==> src/rtl/tpmseq_pkg.sv <==
package tpmseq_pkg;

    typedef enum logic [3:0] {
        S_IDLE, S_LEN, S_CRDY1, S_BURST, S_XFER, S_GO, S_WAIT,
        S_POLL, S_HDR, S_MID, S_LAST, S_END, S_CRDY2, S_DONE
    } seq_state_e;

    typedef enum logic [2:0] {
        E_OK      = 3'd0,
        E_NOINIT  = 3'd1,
        E_CMDLEN  = 3'd2,
        E_TIMEOUT = 3'd3,
        E_TOOBIG  = 3'd4,
        E_SHORT   = 3'd5,
        E_MIDSTS  = 3'd6,
        E_ENDSTS  = 3'd7
    } seq_err_e;

    localparam logic [31:0] STS_WORD_READY = 32'h0000_0040;
    localparam logic [31:0] STS_WORD_GO    = 32'h0000_0020;
    localparam int          STS_BYTES      = 4;
    localparam int          HDR_BYTES      = 6;
    localparam int          BURST_LSB      = 8;
    localparam int          BURST_W        = 16;
    localparam int          VALID_BIT      = 7;
    localparam int          AVAIL_BIT      = 4;

endpackage

==> src/rtl/tpmseq_stsdec.sv <==
module tpmseq_stsdec
    import tpmseq_pkg::*;
(
    input  logic [31:0]        sts,
    output logic [BURST_W-1:0] burst,
    output logic               ready_both,
    output logic               drained
);
    logic valid_b;
    logic avail_b;

    always_comb begin
        burst      = sts[BURST_LSB +: BURST_W];
        valid_b    = sts[VALID_BIT];
        avail_b    = sts[AVAIL_BIT];
        ready_both = valid_b & avail_b;
        drained    = valid_b & ~avail_b;
    end
endmodule

==> src/rtl/tpmseq_chunk.sv <==
module tpmseq_chunk #(
    parameter int REM_W     = 9,
    parameter int BURST_W   = 16,
    parameter int MAX_CHUNK = 64,
    localparam int CW       = $clog2(MAX_CHUNK + 1)
) (
    input  logic [REM_W-1:0]   remain,
    input  logic [BURST_W-1:0] burst,
    output logic [CW-1:0]      chunk
);
    logic [31:0] m;

    always_comb begin
        m = 32'(remain);
        if (32'(burst) < m)
            m = 32'(burst);
        if (32'(MAX_CHUNK) < m)
            m = 32'(MAX_CHUNK);
        chunk = CW'(m);
    end
endmodule

==> src/rtl/tpm_fifo_seq.sv <==
module tpm_fifo_seq
    import tpmseq_pkg::*;
#(
    parameter int AW        = 8,
    parameter int MAX_CHUNK = 64,
    parameter int POLL_GAP  = 100000,
    parameter int MAX_POLLS = 120000
) (
    input  logic                             clk,
    input  logic                             rst_n,
    input  logic                             start,
    input  logic                             initialized,
    input  logic [AW:0]                      cmd_len,
    input  logic [AW:0]                      rsp_max,
    output logic [AW-1:0]                    cmd_addr,
    input  logic [7:0]                       cmd_data,
    output logic                             rsp_we,
    output logic [AW-1:0]                    rsp_addr,
    output logic [7:0]                       rsp_wdata,
    output logic                             txn_req,
    output logic                             txn_write,
    output logic                             txn_fifo,
    output logic [$clog2(MAX_CHUNK+1)-1:0]   txn_len,
    output logic [7:0]                       txn_wbyte,
    input  logic                             txn_take,
    input  logic [7:0]                       txn_rbyte,
    input  logic                             txn_rvalid,
    input  logic                             txn_done,
    output logic                             busy,
    output logic                             done,
    output logic [AW:0]                      rsp_len,
    output logic [2:0]                       err_code
);
    localparam int CW     = $clog2(MAX_CHUNK + 1);
    localparam int RW     = AW + 1;
    localparam int GAP_W  = $clog2(POLL_GAP + 1);
    localparam int POLL_W = $clog2(MAX_POLLS + 1);

    typedef struct packed {
        seq_state_e        st;
        logic              rx;
        logic [RW-1:0]     ptr;
        logic [RW-1:0]     remain;
        logic [CW-1:0]     idx;
        logic [CW-1:0]     chunk;
        logic [31:0]       sts;
        logic [31:0]       plen;
        logic [GAP_W-1:0]  gap;
        logic [POLL_W-1:0] polls;
        logic [RW-1:0]     rlen;
        logic [2:0]        err;
    } seq_t;

    seq_t q, n;

    logic [BURST_W-1:0] burst;
    logic               ready_both;
    logic               drained;
    logic [CW-1:0]      chunk_sz;
    logic               beat;
    logic               sts_rd;
    logic               fifo_acc;
    logic [31:0]        enc_len;

    tpmseq_stsdec u_dec (
        .sts        (q.sts),
        .burst      (burst),
        .ready_both (ready_both),
        .drained    (drained)
    );

    tpmseq_chunk #(
        .REM_W     (RW),
        .BURST_W   (BURST_W),
        .MAX_CHUNK (MAX_CHUNK)
    ) u_chunk (
        .remain (q.remain),
        .burst  (burst),
        .chunk  (chunk_sz)
    );

    function automatic logic [7:0] word_byte(logic [31:0] w, logic [1:0] i);
        return w[i*8 +: 8];
    endfunction

    // transaction and buffer-port drive, decoded from the present state
    always_comb begin
        txn_req   = 1'b0;
        txn_write = 1'b0;
        txn_fifo  = 1'b0;
        txn_len   = CW'(STS_BYTES);
        txn_wbyte = 8'h00;
        cmd_addr  = q.ptr[AW-1:0];
        rsp_we    = 1'b0;
        case (q.st)
            S_LEN: cmd_addr = AW'(2) + AW'(q.idx);
            S_CRDY1, S_CRDY2: begin
                txn_req   = 1'b1;
                txn_write = 1'b1;
                txn_wbyte = word_byte(STS_WORD_READY, q.idx[1:0]);
            end
            S_GO: begin
                txn_req   = 1'b1;
                txn_write = 1'b1;
                txn_wbyte = word_byte(STS_WORD_GO, q.idx[1:0]);
            end
            S_BURST, S_POLL, S_MID, S_END: txn_req = 1'b1;
            S_XFER: begin
                txn_req   = 1'b1;
                txn_fifo  = 1'b1;
                txn_write = ~q.rx;
                txn_len   = q.chunk;
                txn_wbyte = cmd_data;
                rsp_we    = q.rx & txn_rvalid;
            end
            S_HDR: begin
                txn_req  = 1'b1;
                txn_fifo = 1'b1;
                txn_len  = CW'(HDR_BYTES);
                rsp_we   = txn_rvalid;
            end
            S_LAST: begin
                txn_req  = 1'b1;
                txn_fifo = 1'b1;
                txn_len  = CW'(1);
                rsp_we   = txn_rvalid;
            end
            default: ;
        endcase
        rsp_addr  = q.ptr[AW-1:0];
        rsp_wdata = txn_rbyte;
    end

    // next-state computation
    always_comb begin
        n        = q;
        beat     = txn_take | txn_rvalid;
        sts_rd   = (q.st == S_BURST) || (q.st == S_POLL) || (q.st == S_MID) || (q.st == S_END);
        fifo_acc = (q.st == S_XFER) || (q.st == S_HDR) || (q.st == S_LAST);
        enc_len  = {q.plen[23:0], cmd_data};
        case (q.st)
            S_IDLE: begin
                if (start) begin
                    n.err  = E_OK;
                    n.rlen = '0;
                    n.idx  = '0;
                    n.plen = '0;
                    n.rx   = 1'b0;
                    if (!initialized) begin
                        n.err = E_NOINIT;
                        n.st  = S_DONE;
                    end else begin
                        n.st = S_LEN;
                    end
                end
            end
            S_LEN: begin
                n.plen = enc_len;
                n.idx  = q.idx + CW'(1);
                if (q.idx == CW'(3)) begin
                    n.idx = '0;
                    if ((enc_len != 32'(cmd_len)) || (cmd_len < RW'(HDR_BYTES))) begin
                        n.err = E_CMDLEN;
                        n.st  = S_DONE;
                    end else begin
                        n.st = S_CRDY1;
                    end
                end
            end
            S_WAIT: begin
                n.gap = q.gap + GAP_W'(1);
                if (q.gap == GAP_W'(POLL_GAP - 1)) begin
                    n.gap = '0;
                    n.st  = S_POLL;
                end
            end
            S_DONE: n.st = S_IDLE;
            default: begin
                if (beat) begin
                    n.idx = q.idx + CW'(1);
                    if (sts_rd)
                        n.sts[q.idx[1:0]*8 +: 8] = txn_rbyte;
                    if (fifo_acc)
                        n.ptr = q.ptr + RW'(1);
                    if ((q.st == S_HDR) && (q.idx >= CW'(2)))
                        n.plen = {q.plen[23:0], txn_rbyte};
                end
                if (txn_done) begin
                    n.idx = '0;
                    case (q.st)
                        S_CRDY1: begin
                            n.st     = S_BURST;
                            n.rx     = 1'b0;
                            n.ptr    = '0;
                            n.remain = cmd_len;
                        end
                        S_BURST: begin
                            if (burst != '0) begin
                                n.chunk = chunk_sz;
                                n.st    = S_XFER;
                            end
                        end
                        S_XFER: begin
                            n.remain = q.remain - RW'(q.chunk);
                            if (q.remain == RW'(q.chunk))
                                n.st = q.rx ? S_MID : S_GO;
                            else
                                n.st = S_BURST;
                        end
                        S_GO: begin
                            n.st    = S_WAIT;
                            n.gap   = '0;
                            n.polls = '0;
                        end
                        S_POLL: begin
                            if (ready_both) begin
                                n.st   = S_HDR;
                                n.ptr  = '0;
                                n.plen = '0;
                            end else if (q.polls == POLL_W'(MAX_POLLS - 1)) begin
                                n.err = E_TIMEOUT;
                                n.st  = S_DONE;
                            end else begin
                                n.polls = q.polls + POLL_W'(1);
                                n.st    = S_WAIT;
                            end
                        end
                        S_HDR: begin
                            n.rx     = 1'b1;
                            n.remain = RW'(q.plen - 32'd7);
                            if (q.plen > 32'(rsp_max)) begin
                                n.err = E_TOOBIG;
                                n.st  = S_DONE;
                            end else if (q.plen < 32'd7) begin
                                n.err = E_SHORT;
                                n.st  = S_DONE;
                            end else if (q.plen == 32'd7) begin
                                n.st = S_MID;
                            end else begin
                                n.st = S_BURST;
                            end
                        end
                        S_MID: begin
                            if (ready_both)
                                n.st = S_LAST;
                            else begin
                                n.err = E_MIDSTS;
                                n.st  = S_DONE;
                            end
                        end
                        S_LAST: n.st = S_END;
                        S_END: begin
                            if (drained)
                                n.st = S_CRDY2;
                            else begin
                                n.err = E_ENDSTS;
                                n.st  = S_DONE;
                            end
                        end
                        S_CRDY2: begin
                            n.rlen = RW'(q.plen);
                            n.st   = S_DONE;
                        end
                        default: n.st = S_IDLE;
                    endcase
                end
            end
        endcase
    end

    always_ff @(posedge clk) begin
        if (!rst_n)
            q <= '0;
        else
            q <= n;
    end

    assign busy     = (q.st != S_IDLE);
    assign done     = (q.st == S_DONE);
    assign rsp_len  = q.rlen;
    assign err_code = q.err;

endmodule

==> config.mk <==
export PLATFORM = sky130hd
export DESIGN_NAME = tpm_fifo_seq
export DESIGN_NICKNAME = d
export VERILOG_FILES = /design/src/rtl/tpmseq_pkg.sv /design/src/rtl/tpmseq_stsdec.sv /design/src/rtl/tpmseq_chunk.sv /design/src/rtl/tpm_fifo_seq.sv
export SDC_FILE = /design/constraint.sdc
export NUM_CORES = 1
export LEC_CHECK = 0
export CELL_PAD_IN_SITES_DETAIL_PLACEMENT = 1
export CELL_PAD_IN_SITES_GLOBAL_PLACEMENT = 1
export CORE_AREA = 2 2 191 118
export DETAILED_ROUTE_END_ITERATION = 8
export DIE_AREA = 0 0 193 120
export PLACE_DENSITY_LB_ADDON = 0.1
export SLEW_MARGIN = 25
export SYNTH_ARGS = -nofsm -noshare
export SYNTH_HDL_FRONTEND = slang
export SYNTH_SLANG_ARGS = --single-unit
==> constraint.sdc <==
create_clock -name clk -period 2.2 [get_ports clk]
set_clock_uncertainty 0.2 [all_clocks]
set_input_delay 0.55 -clock clk [delete_from_list [all_inputs] [get_ports clk]]
set_output_delay 0.55 -clock clk [all_outputs]
set_load 0.1 [all_outputs]
==> out/results.ini <==
[status]
status=finished, violations left
violations=setup timing

[worst_setup_path]
cp.arrival_ns=3.30
cp_num_buf_inv=1
crit_fanout=4
worst-path-stages=8
cp.required_ns=2.38
crit_family=simple AND/OR/NAND/NOR gates
critPathKind=flop to flop
rrSetupSlack_ns=-0.93
cp_cell_sequence=nor4_1, nand4_1, buf_4, nor3_1, a311oi_2, a31oi_1, o21ai_0, a21oi_2
end_kind=flop
cp-start-kind=flop
critPathSlowestCell=nor3_1
r2r_cells=8
slowest_delay_ns=0.58

[finish]
final_nets=1476
fill_cells=2236
syn_to_final_growth_pct=92.0
drive_above_1_share_pct=54.7
n_antenna_cell=0
stdcell_count=1698

[placement]
dp.final_hpwl_mm=23.6
io_buffers=97
gp_congestion=0.919
dp_cells=1569

[yosys]
synth_cells=1012
yosys.cell_count.top_type=nor2_1
synth_cell_types=81
synth_flop_cell=dfxtp_1
synth.area.top_cells=dfxtp_1 33%, nor2_1 6.5%, ha_1 5.5%
synthTopCellsByCount=138 x nor2_1, 132 x dfxtp_1, 106 x nand2_1
synth-seq-area-share_pct=33.1
synth_fp_nets=1089
synth.top_cell.area_share_pct=33.1
ys_warn_count=0
yosys.area.top_type=dfxtp_1
synthArstFlopShare_pct=0
ys_seq_elements=132
syn_avg_cell_area_um2=7.89
synth-edff-count=0
synthesis.area_um2=7980

[min_path]
hold_path_class=flop to flop
hold_depth=2

[clocking]
cts.path.max_buffers=2
worstSkewPairLatency_ns=0.46
numCtsBuffers=17
cts_tree=built
clk_pin_slew_ns=0.07
cts_sinks=132
h-tree-depth=4
cts_root_buf=clkbuf_16

[die]
die_h_um=120
core.rowCount=42
io_pins=98
core_area_um2=21500
initial_utilization_pct=37.0
die_x_um=193
dieArea_um2=23200

[timing]
finalCriticalPeriod_ns=3.13
maxSlewViolCount=0
worst_pin_slew_ns=1.10
setup_viol=156
hold_ws_ns=0.307
max_clock_freq_ghz=0.320
setup_slack_ns=-0.928
hold_viol_final=0
min_period_over_period_pct=142
max_slew_margin_pct=26.5
rsz0062_at_grt=yes

[global_route]
grt_max_degree=77
grt_antenna_before_repair=0
grt_pass1_wl_mm=59.1
grt_use_total_pct=33.8
grt_overflow=0
first_global_vias=10000

[power]
pwr_density_cell_nw_per_um2=1180
peakVddDrop_mv=1.08
power_leakage_uw=0.00604

[detailed_routing]
antenna_left=0
firstDrtPassIters=7
drc=0
totalWireLength_mm=55.3
wl_per_cell_um=32.6
via_count=11200
vias_per_cell=6.57
dr.first_iter.drc_count=1281

[flow_run]
maxCapViolCount=0

-- routing by layer --
layer  routed length (um)  vias up  share of wire, %  track usage [%]
li1                     -     4377                 -                -
met5                    0        -                 0                0
met4                 3880        0               7.0             13.4
met1                21200     5551                38             43.7
met3                 5640      336                10             11.6
met2                24600      887                44             51.6
-- state kept, by name (all words and copies together), names as in the netlist --
name,count
enc_len,24
err_code,3
q,88
rsp_addr,8
rsp_len,9
-- logic make-up (layout without fill, tap and decap cells) --
kind of cell / count (synthesis) / count (layout) / share of synthesized area (%)
compound gates: 220 / 221 / 19.5
fa+ha+maj: 36 / 36 / 5.74
simple gates: 428 / 428 / 26.1
flops: 132 / 132 / 33.1
xor+xnor: 60 / 60 / 6.58
buf+inv: 126 / 525 / 7.68
mux: 10 / 10 / 1.29
-- where the power goes --
part	internal (uW)	leakage (uW)	switching [uW]	total (uW)
Combinational	5190	0.00468	7000	12200
Clock	1620	0.000285	1380	3000
Sequential	2590	0.00107	318	2900
Total	9390	0.00604	8700	18100
-- cell usage in the layout (no fill, tap or decap), drive strengths merged, types with 6 or more instances in the layout --
| master | instances |
|---|---|
| and2 | 6 |
| dlygate4sd2 | 9 |
| clkbuf | 22 |
| dfxtp | 132 |
| a31oi | 11 |
| a211oi | 10 |
| and3 | 14 |
| nand3 | 53 |
| buf | 402 |
| nor2b | 6 |
| clkdlybuf4s50 | 27 |
| mux2i | 8 |
| a21oi | 65 |
| xor2 | 41 |
| or3 | 8 |
| nor4 | 17 |
| nand2 | 106 |
| a311oi | 6 |
| nand2b | 6 |
| a221oi | 7 |
| nand4 | 25 |
| xnor2 | 19 |
| a21o | 6 |
| a222oi | 8 |
| nor2 | 140 |
| o311ai | 6 |
| inv | 54 |
| o21ai | 39 |
| ha | 35 |
| a22oi | 26 |
| nor3 | 17 |
-- through the flow --
step	utilization, %	cell area [um^2]	setup WS [ns]	setup TNS [ns]	power [uW]
3_5_place_dp	54.4	11700	-0.978	-53.53	10100
2_1_floorplan	-	8400	-0.973	-9.48	7080
6_report	71.1	15300	-0.928	-60.88	18100
4_1_cts	62.8	13500	-0.563	-17.35	14600
3_3_place_gp	54.4	11700	-0.894	-50.09	9940
5_1_grt	71.1	15300	-0.856	-62.55	18300
-- what timing repair did --
item | in CTS | in global routing
cloned | 3 | 9
buffers inserted | 48 | 54
setup endpoints to repair | 110 | 156
pin swaps | 74 | 136
gates resized for setup | 207 | 300
hold buffers | 0 | 0
-- worst paths after layout --
kind,startpoint,to
worst max register to register,enc_len[11]$_SDFFE_PN0P_,q[146]$_SDFFE_PN0P_
worst min-delay path,q[76]$_SDFFE_PN0P_,q[76]$_SDFFE_PN0P_
worst max-delay path,enc_len[11]$_SDFFE_PN0P_,q[146]$_SDFFE_PN0P_
worst min register to register,q[76]$_SDFFE_PN0P_,q[76]$_SDFFE_PN0P_
-- final cells by class --
cell class	count	area [um^2]	area share, %
inverters	47	199	1.30
multi-input cells	755	6760	44.1
clock inverters	14	141	0.923
repair buffers	446	4750	31.0
flip-flops and latches	132	2670	17.5
clock buffers	18	439	2.87
well taps	286	358	2.34
-- tightest hold or removal path: cells and delay by family, from the launching register on --
| family | cells | cell delay (ns) |
|---|---|---|
| AOI/OAI and AO/OA | 1 | 0.06 |
| and+or+nand+nor | 1 | 0.07 |
| DFF | 1 | 0.35 |
Power figures use the tool's default switching activity.
